--- src/rtl/bankreg_pkg.sv ---
package bankreg_pkg;

    localparam int XLEN      = 32;
    localparam int IDX_W     = 4;
    localparam int MODE_W    = 5;
    localparam int NUM_GPR   = 30;
    localparam int GPR_AW    = $clog2(NUM_GPR);
    localparam int NUM_STS   = 5;
    localparam int STS_AW    = $clog2(NUM_STS);
    localparam int PC_IDX    = 15;
    localparam int FIQ_FIRST = 8;   // first register privately banked in fast-interrupt mode
    localparam int SP_IDX    = 13;  // first register banked in every exception mode
    localparam int FIQ_BASE  = 15;  // physical slot of the fast-interrupt r8
    localparam int EXC_BASE  = 22;  // physical slot of the interrupt-mode r13

    typedef enum logic [MODE_W-1:0] {
        MODE_USR = 5'b10000,
        MODE_FIQ = 5'b10001,
        MODE_IRQ = 5'b10010,
        MODE_SVC = 5'b10011,
        MODE_ABT = 5'b10111,
        MODE_UND = 5'b11011,
        MODE_SYS = 5'b11111
    } mode_e;

    typedef enum logic [2:0] {
        BANK_USR = 3'd0,
        BANK_FIQ = 3'd1,
        BANK_IRQ = 3'd2,
        BANK_SVC = 3'd3,
        BANK_ABT = 3'd4,
        BANK_UND = 3'd5
    } bank_e;

    typedef struct packed {
        logic              en;
        logic [GPR_AW-1:0] addr;
        logic [XLEN-1:0]   data;
    } gpr_wr_t;

    // System mode and unlisted codes fold onto the user bank.
    function automatic bank_e bank_of(input logic [MODE_W-1:0] m);
        case (m)
            MODE_FIQ: return BANK_FIQ;
            MODE_IRQ: return BANK_IRQ;
            MODE_SVC: return BANK_SVC;
            MODE_ABT: return BANK_ABT;
            MODE_UND: return BANK_UND;
            default:  return BANK_USR;
        endcase
    endfunction

    // Physical slot for a logical number 0..14 in a given bank.
    function automatic logic [GPR_AW-1:0] phys_of(input logic [IDX_W-1:0] idx,
                                                  input bank_e b);
        int i;
        int p;
        i = int'(idx);
        if (i < FIQ_FIRST || i == PC_IDX) begin
            p = (i == PC_IDX) ? 0 : i;
        end else if (i < SP_IDX) begin
            p = (b == BANK_FIQ) ? FIQ_BASE + (i - FIQ_FIRST) : i;
        end else if (b == BANK_USR) begin
            p = i;
        end else if (b == BANK_FIQ) begin
            p = FIQ_BASE + (i - FIQ_FIRST);
        end else begin
            p = EXC_BASE + 2 * (int'(b) - int'(BANK_IRQ)) + (i - SP_IDX);
        end
        return GPR_AW'(p);
    endfunction

endpackage

--- src/rtl/brf_bank_decode.sv ---
module brf_bank_decode
    import bankreg_pkg::*;
#(
    parameter int NRD = 2
) (
    input  logic [MODE_W-1:0]           mode_i,
    input  logic [NRD-1:0][IDX_W-1:0]   rd_idx_i,
    input  logic [IDX_W-1:0]            wr_idx_i,
    output logic [NRD-1:0][GPR_AW-1:0]  rd_phys_o,
    output logic [NRD-1:0]              rd_is_pc_o,
    output logic [GPR_AW-1:0]           wr_phys_o,
    output logic                        wr_is_pc_o,
    output logic [STS_AW-1:0]           sts_slot_o,
    output logic                        sts_ok_o
);
    bank_e bank;

    always_comb bank = bank_of(mode_i);

    for (genvar p = 0; p < NRD; p++) begin : g_rd
        always_comb begin
            rd_phys_o[p]  = phys_of(rd_idx_i[p], bank);
            rd_is_pc_o[p] = (rd_idx_i[p] == IDX_W'(PC_IDX));
        end
    end

    always_comb begin
        wr_phys_o  = phys_of(wr_idx_i, bank);
        wr_is_pc_o = (wr_idx_i == IDX_W'(PC_IDX));
        sts_ok_o   = (bank != BANK_USR);
        sts_slot_o = sts_ok_o ? STS_AW'(int'(bank) - 1) : '0;
    end

endmodule

--- src/rtl/brf_gpr_store.sv ---
module brf_gpr_store
    import bankreg_pkg::*;
#(
    parameter int DATA_W = XLEN,
    parameter int DEPTH  = NUM_GPR,
    parameter int NRD    = 2,
    localparam int AW    = $clog2(DEPTH)
) (
    input  logic                         clk,
    input  logic                         rst,
    input  gpr_wr_t                      wr_i,
    input  logic [NRD-1:0][AW-1:0]       rd_addr_i,
    output logic [NRD-1:0][DATA_W-1:0]   rd_data_o
);
    localparam logic [AW-1:0] LAST = AW'(DEPTH - 1);

    logic [DATA_W-1:0] mem [DEPTH];

    for (genvar e = 0; e < DEPTH; e++) begin : g_ent
        always_ff @(posedge clk) begin
            if (rst) begin
                mem[e] <= '0;
            end else if (wr_i.en && wr_i.addr == AW'(e)) begin
                mem[e] <= wr_i.data;
            end
        end
    end

    for (genvar p = 0; p < NRD; p++) begin : g_rd
        always_comb begin
            rd_data_o[p] = (rd_addr_i[p] <= LAST) ? mem[rd_addr_i[p]] : '0;
        end
    end

endmodule

--- src/rtl/brf_sts_store.sv ---
module brf_sts_store
    import bankreg_pkg::*;
#(
    parameter int DATA_W = XLEN,
    parameter int NSLOT  = NUM_STS,
    localparam int SW    = $clog2(NSLOT)
) (
    input  logic              clk,
    input  logic              rst,
    input  logic [SW-1:0]     slot_i,
    input  logic              ok_i,
    input  logic              we_i,
    input  logic [DATA_W-1:0] wdata_i,
    output logic [DATA_W-1:0] rdata_o
);
    logic [DATA_W-1:0] sts [NSLOT];

    for (genvar s = 0; s < NSLOT; s++) begin : g_slot
        always_ff @(posedge clk) begin
            if (rst) begin
                sts[s] <= '0;
            end else if (we_i && ok_i && slot_i == SW'(s)) begin
                sts[s] <= wdata_i;
            end
        end
    end

    always_comb begin
        rdata_o = '0;
        for (int s = 0; s < NSLOT; s++) begin
            if (ok_i && slot_i == SW'(s)) rdata_o = sts[s];
        end
    end

endmodule

--- src/rtl/banked_regfile.sv ---
module banked_regfile
    import bankreg_pkg::*;
(
    input  logic              clk,
    input  logic              rst,
    input  logic [4:0]        mode_i,
    input  logic [3:0]        rda_idx_i,
    output logic [31:0]       rda_data_o,
    input  logic [3:0]        rdb_idx_i,
    output logic [31:0]       rdb_data_o,
    input  logic              wr_en_i,
    input  logic [3:0]        wr_idx_i,
    input  logic [31:0]       wr_data_i,
    input  logic [31:0]       pc_i,
    output logic              br_req_o,
    output logic [31:0]       br_tgt_o,
    input  logic              sts_we_i,
    input  logic [31:0]       sts_wdata_i,
    output logic [31:0]       sts_rdata_o
);
    localparam int NRD = 2;

    logic [NRD-1:0][IDX_W-1:0]  rd_idx;
    logic [NRD-1:0][GPR_AW-1:0] rd_phys;
    logic [NRD-1:0]             rd_is_pc;
    logic [NRD-1:0][XLEN-1:0]   rd_store;
    logic [NRD-1:0][XLEN-1:0]   rd_out;
    logic [GPR_AW-1:0]          wr_phys;
    logic                       wr_is_pc;
    logic [STS_AW-1:0]          sts_slot;
    logic                       sts_ok;
    gpr_wr_t                    gpr_wr;
    logic [XLEN-1:0]            pc_aligned;

    assign rd_idx = {rdb_idx_i, rda_idx_i};

    brf_bank_decode #(.NRD(NRD)) dec_i (
        .mode_i     (mode_i),
        .rd_idx_i   (rd_idx),
        .wr_idx_i   (wr_idx_i),
        .rd_phys_o  (rd_phys),
        .rd_is_pc_o (rd_is_pc),
        .wr_phys_o  (wr_phys),
        .wr_is_pc_o (wr_is_pc),
        .sts_slot_o (sts_slot),
        .sts_ok_o   (sts_ok)
    );

    always_comb begin
        gpr_wr.en   = wr_en_i && !wr_is_pc;
        gpr_wr.addr = wr_phys;
        gpr_wr.data = wr_data_i;
    end

    brf_gpr_store #(.DATA_W(XLEN), .DEPTH(NUM_GPR), .NRD(NRD)) gpr_i (
        .clk       (clk),
        .rst       (rst),
        .wr_i      (gpr_wr),
        .rd_addr_i (rd_phys),
        .rd_data_o (rd_store)
    );

    brf_sts_store #(.DATA_W(XLEN), .NSLOT(NUM_STS)) sts_i (
        .clk     (clk),
        .rst     (rst),
        .slot_i  (sts_slot),
        .ok_i    (sts_ok),
        .we_i    (sts_we_i),
        .wdata_i (sts_wdata_i),
        .rdata_o (sts_rdata_o)
    );

    assign pc_aligned = {pc_i[XLEN-1:2], 2'b00};

    for (genvar p = 0; p < NRD; p++) begin : g_out
        assign rd_out[p] = rd_is_pc[p] ? pc_aligned : rd_store[p];
    end

    assign rda_data_o = rd_out[0];
    assign rdb_data_o = rd_out[1];
    assign br_req_o   = wr_en_i && wr_is_pc;
    assign br_tgt_o   = wr_data_i;

endmodule

--- config.mk ---
export PLATFORM = sky130hd
export DESIGN_NAME = banked_regfile
export DESIGN_NICKNAME = d
export VERILOG_FILES = /design/src/rtl/bankreg_pkg.sv /design/src/rtl/brf_bank_decode.sv /design/src/rtl/brf_gpr_store.sv /design/src/rtl/brf_sts_store.sv /design/src/rtl/banked_regfile.sv
export SDC_FILE = /design/constraint.sdc
export NUM_CORES = 2
export LEC_CHECK = 0
export BUFFER_PORTS_ARGS = -buffer_cell sky130_fd_sc_hd__buf_4
export CAP_MARGIN = 25
export CORE_UTILIZATION = 60
export CTS_BUF_LIST = sky130_fd_sc_hd__clkbuf_16
export CTS_CLUSTER_SIZE = 20
export DETAILED_ROUTE_END_ITERATION = 8
export PLACE_DENSITY = 0.78
export REMOVE_ABC_BUFFERS = 1
export SETUP_SLACK_MARGIN = 0.2
export SLEW_MARGIN = 20
export SYNTH_ARGS = -nofsm -noshare
export SYNTH_HDL_FRONTEND = slang
export SYNTH_HIERARCHICAL = 1
export SYNTH_SLANG_ARGS = --single-unit
--- constraint.sdc ---
create_clock -name clk -period 11.8 [get_ports clk]
set_input_delay 1.18 -clock clk [delete_from_list [all_inputs] [get_ports clk]]
set_output_delay 1.18 -clock clk [all_outputs]
set_load 0.1 [all_outputs]
# ---- After elaboration in Yosys (flattened, before gate mapping)
# Memory sizes are Yosys's and may differ from the RTL's.
# Cells that the tools add are included.
dict set report totals {
  elab_cells 327
  n_memories 2
  inputBits 117
  reg_bits 0
  ramBits 1120
  out_inout_bits 129
}
dict set report classes {
  n_lt_le_gt_ge 8
  n_addsub 15
  n_bitwise 35
  muxes 171
  n_reduce_logical 51
  n_eq_ne 45
}
# name words word_bits rd rd_clocked_by_memory_dff write_ports line_no
set mem_list {}
lappend mem_list {gpr_i.mem 30 32 2 0 30 brf_gpr_store.sv:17} ;# logic [DATA_W-1:0] mem [DEPTH];
lappend mem_list {sts_i.sts 5 32 5 0 5 brf_sts_store.sv:16} ;# logic [DATA_W-1:0] sts [NSLOT];
# cell n
set ops {}
lappend ops {{2-to-1 mux 32 bit} 44}
lappend ops {{2-to-1 mux 1 bit} 107}
lappend ops {{== test 5 bit, second input constant} 19}
lappend ops {{2-to-1 mux 5 bit} 15}
lappend ops {{logical AND 1 bit} 43}
lappend ops {{== test 5 x 4 -> 1 bit, second input constant} 8}
lappend ops {{OR 1 bit} 35}
lappend ops {{subtractor 4 x 4 -> 5 bit, second input constant} 6}
lappend ops {{less-than comparator 4 bit, second input constant} 6}
lappend ops {{adder 5 bit, first input constant} 4}
lappend ops {{== test 5 x 3 -> 1 bit, second input constant} 4}
lappend ops {{adder 5 bit} 3}
lappend ops {{one-hot mux 3 bit (5 select lines)} 1}
lappend ops {{== test 4 x 1 -> 1 bit, second input constant} 3}
lappend ops {{== test 4 bit, second input constant} 3}
lappend ops {{2-to-1 mux 4 bit} 3}
lappend ops {{== test 5 x 2 -> 1 bit, second input constant} 2}
lappend ops {{<= comparator 5 bit, second input constant} 2}
lappend ops {{== test 3 x 1 -> 1 bit, second input constant} 2}
lappend ops {{== test 3 x 2 -> 1 bit, second input constant} 2}
lappend ops {{logical NOT 3 bit} 2}
lappend ops {{== test 5 x 1 -> 1 bit, second input constant} 1}
lappend ops {{logical NOT 5 bit} 1}
lappend ops {{subtractor 3 x 2 -> 4 bit, second input constant} 1}
lappend ops {{other kinds (6)} 8}

# ---- Depth between registers and ports, before layout
dict set report logic_depth {
  word_depth 15
  depth_mapped 20
  depth_no_buf 18
}

# ---- Hierarchy
# The synthesis kept the hierarchy.
# module seq_area_each_um2 instances area_each_um2 cells_per_inst
set modules_own_cells {}
lappend modules_own_cells {brf_gpr_store 28827.6 1 50925.1 3640}
lappend modules_own_cells {brf_sts_store 4804.6 1 7332.0 571}
lappend modules_own_cells {brf_bank_decode 0.0 1 1569.0 200}
lappend modules_own_cells {banked_regfile 0.0 1 1298.7 106}

# ---- Worst setup path before layout
# Ideal clock, no wire load.
dict set report synth_timing {
  path_kind {in2out}
  from {in mode_i[2]}
  to {out sts_rdata_o[10]}
  setup_slack_ns 4.335
  arrival_time_ns 6.285
  path_buffers 2
  stages 15
  path_cell_list {or3_1 -> ha_1 -> mux2_4 -> nor3_1 -> inv_1 -> ha_1 -> inv_1 -> a21oi_1 -> inv_1 -> nor2b_1 -> buf_4 -> nand2_2 -> buf_2 -> o22a_1 -> o21ai_0}
}
dict set report synth_via {
  elab_chain_len 11
}
# item line_no
set synth_lines {}
lappend synth_lines {{start: declaration} banked_regfile.sv:6} ;# input logic [4:0] mode_i,
lappend synth_lines {{== test 5 bit} bankreg_pkg.sv:43} ;# case (m)
lappend synth_lines {{one-hot mux 3 bit (5 select lines) (*)} bankreg_pkg.sv:43}
lappend synth_lines {{nonzero test 3 bit (*)} brf_bank_decode.sv:30} ;# sts_ok_o = (bank != BANK_USR);
lappend synth_lines {{net sts_ok} banked_regfile.sv:31} ;# logic sts_ok;
lappend synth_lines {{2-to-1 mux 3 bit} brf_bank_decode.sv:31} ;# sts_slot_o = sts_ok_o ? STS_AW'(int'(bank) - 1) : '0;
lappend synth_lines {{logical NOT 3 bit} brf_sts_store.sv:31} ;# if (ok_i && slot_i == SW'(s)) rdata_o = sts[s];
lappend synth_lines {{logical AND 1 bit} brf_sts_store.sv:31}
lappend synth_lines {{2-to-1 mux 32 bit (4 in a row)} brf_sts_store.sv:31}
lappend synth_lines {{2-to-1 mux 32 bit (*)} brf_sts_store.sv:31}
lappend synth_lines {{end: declaration} banked_regfile.sv:19} ;# output logic [31:0] sts_rdata_o
# The timed path passes the listed nets; every way through them passes the cells marked *.

==> key figures <==
Worst setup path
  • Worst EP arrival: 8000 ps
  • CP Capture Type: output pin
  • Critical Path Fanout Max: 26
  • Crit Path Class: in -> out
  • Worst EP required: 10620 ps
  • Worst Setup Start Kind: input pin

Floorplanning
  • Initial Util: 60.8%
  • Core footprint: 101000 µm²
  • IO Count: 246
  • Die Wd: 321 µm
  • Die Y: roughly 320 µm
  • Die area: 103000 µm²
  • Placement row count: 116

STA
  • RSZ-0062 raised after global routing: no
  • Achievable Freq: 0.109 GHz
  • Setup slack after layout: 2620 ps
  • Period minus WS final: 9180 ps
  • Fin. max-slew vios: 0
  • Final setup violation count: 0
  • Final period util: a little under 80%
  • Worst-margin pin slew: ~1100 ps
  • Hold Fails Final Rpt: 0
  • Max-slew headroom: about a quarter
  • Setup TNS Final: 0 ps

Pwr
  • PwrDens: ~150 nW/µm²
  • P_leak: 24.5 nW
  • Max VDD drop: 0.135 mV

CTS
  • CTS Buf Count: 113
  • CTS Buffer Depth: 3
  • Postcts setup bufs: 0
  • Hold_buf cts: 0
  • CTS root buffer: clkbuf_16
  • Htree depth: 3
  • Clock Sinks: 1120
  • Worst-path clk slew: ~60 ps
  • Post-CTS resize count: 0
  • CTS tree: done

Logic synthesis
  • Post-Syn Area per Cell: approximately 14 µm²
  • Synth Instances: 4517
  • Seq/Total Area, Yosys: 55.0%
  • Synth unique cells: 80
  • Synth async-reset ratio: 0%
  • Prevailing post-synth register cell: edfxtp_1
  • Yosys reg bits: around 1100
  • Synthesized area: 61100 µm²
  • Synth warn: 6
  • EDFF count, synth: about 1100

Route
  • Vias/cell: between 6 and 7
  • DR WL/cell: 31.7 µm
  • Total wire length: 189000 µm
  • # DRC: 0
  • 1st-pass router iterations: 6
  • DR vias: a little over 40000
  • Iter 0 DRT Violations: between 5000 and 6000
  • Post-route ant nets: 0

Global route
  • Global-route wire length before repair: 272000 µm
  • Gr ovfl total: 0
  • All-Layer GR Usage: a little under two fifths
  • Largest net degree at the start of global routing: 125
  • Vias in the first global route: 40600
  • Initial antenna violation count: 10

Final layout
  • Util after Layout: 67.4%
  • Area delta synth->final: 10.8%
  • Share of cells above drive strength 1: 21.5%
  • Nets: 4679
  • Commonest non-fill, non-tap cell in the layout: and2_1
  • Highest-count cells in the layout ignoring fill and taps: and2_1, edfxtp_1, mux2i_1, buf_4, mux4_2
  • Non-Filler Instances: between 5000 and 6000

Outcome
  • Status: finished, final reports clean

Placed design
  • Gpl congestion: slightly below 0.9
  • Port Buffers: 243
  • Placed cell count: between 5000 and 6000
  • Hpwl dp: 108000 µm
  • Pre-CTS setup slack: 2800 ps

Run
  • Maxcap violations: 0

Hold path
  • Worst Hold Class: in -> reg
## synth_stat cells (16+ instances only)
cell type	instances	share of area (%)
and2_1	1123	11
edfxtp_1	1120	55
mux2i_1	386	6.3
clkbuf_1	290	1.8
mux4_2	284	10
nor2_1	169	1.0
a22oi_1	160	2.0
buf_2	90	0.74
nand2_1	86	0.53
nand3_1	73	0.60
o22ai_1	64	0.66
o21ai_0	59	0.48
mux2_4	57	1.4
a21oi_1	40	0.33
buf_4	40	0.49
ha_1	38	0.78
nand4_1	36	0.37
o311ai_1	33	0.47
a22o_1	32	0.46
o22a_1	32	0.46
inv_1	29	0.18
a21o_1	21	0.26
a221oi_1	16	0.23
a221oi_2	16	0.39
## cells by family (layout without fill, tap and decap cells)
| logic type | after synthesis | count (layout) | share of synthesized area, % |
|---|---|---|---|
| AO/OA/AOI/OAI | 535 | 535 | 6.48 |
| flip-flops | 1120 | 1120 | 55.0 |
| multiplexers | 735 | 735 | 18.4 |
| XOR/XNOR | 9 | 9 | 0.209 |
| buffers and inverters | 501 | 602 | 3.83 |
| other | 0 | 2 | 0 |
| adder cells (fa/ha/maj) | 41 | 41 | 0.876 |
| AND/OR/NAND/NOR | 1576 | 1576 | 15.2 |
## worst paths after layout
path,start,depth (start not counted),slack [ps],endpoint
worst min-delay path,sts_wdata_i[7],2,790,sts_i/sts[4][7]
worst max-delay path,mode_i[2],20,2620,rda_data_o[7]
## layout make-up
cell class / count / area, µm²
multi-input cells: 2896 / 25700
inverters: 31 / 116
clock inverters: 98 / 754
repair buffers: 359 / 2980
flip-flops and latches: 1120 / 33600
fillers: 6968 / 32800
well taps: 1357 / 1700
diodes: 2 / 5.00
clock buffers: 114 / 2850
## critical path, cell delays in order
cell and delay (ps):
buf_4 140, or3_1 500, ha_1 270, mux2_4 280, nor3_1 170, buf_4 200, inv_1 90, ha_1 370
ha_1 340, inv_1 60, fa_1 530, a211oi_1 70, a211o_2 740, buf_4 440, nand2_2 720, buf_4 420
o22ai_1 120, o311ai_1 740, mux2_4 270, buf_4 280
## registers in the layout, summed over array words and instances, names as in the netlist
register / count
gpr_i/mem: 960
sts_i/sts: 160
## metal layers
layer / part of all wire (%) / vias up / track usage [%] / routed length (µm)
met4: 6.0 / 4 / 19.2 / 11300
met3: 14 / 737 / 9.94 / 26300
met1: 34 / 20300 / 46.8 / 63900
li1: - / 17000 / - / -
met2: 46 / 3171 / 57.9 / 87900
met5: 0.012 / - / 0 / 22
## power breakdown
group / switching [mW] / internal, mW
combinational: 1.42 / 0.717
sequential: 0.111 / 4.62
clock: 1.53 / 1.99
total: 3.06 / 7.32
## stage by stage
| step | power, mW | area, µm² | hold slack [ps] |
|---|---|---|---|
| after floorplan | 6.67 | 58900 | 1380 |
| after global placement | 6.84 | 63900 | 1480 |
| after detailed placement | 6.89 | 64000 | 1490 |
| after CTS | 10.3 | 67600 | 751 |
| after global routing | 10.6 | 67800 | 769 |
| final | 10.4 | 67800 | 785 |
No activity file was read; power rests on OpenSTA's default activity.
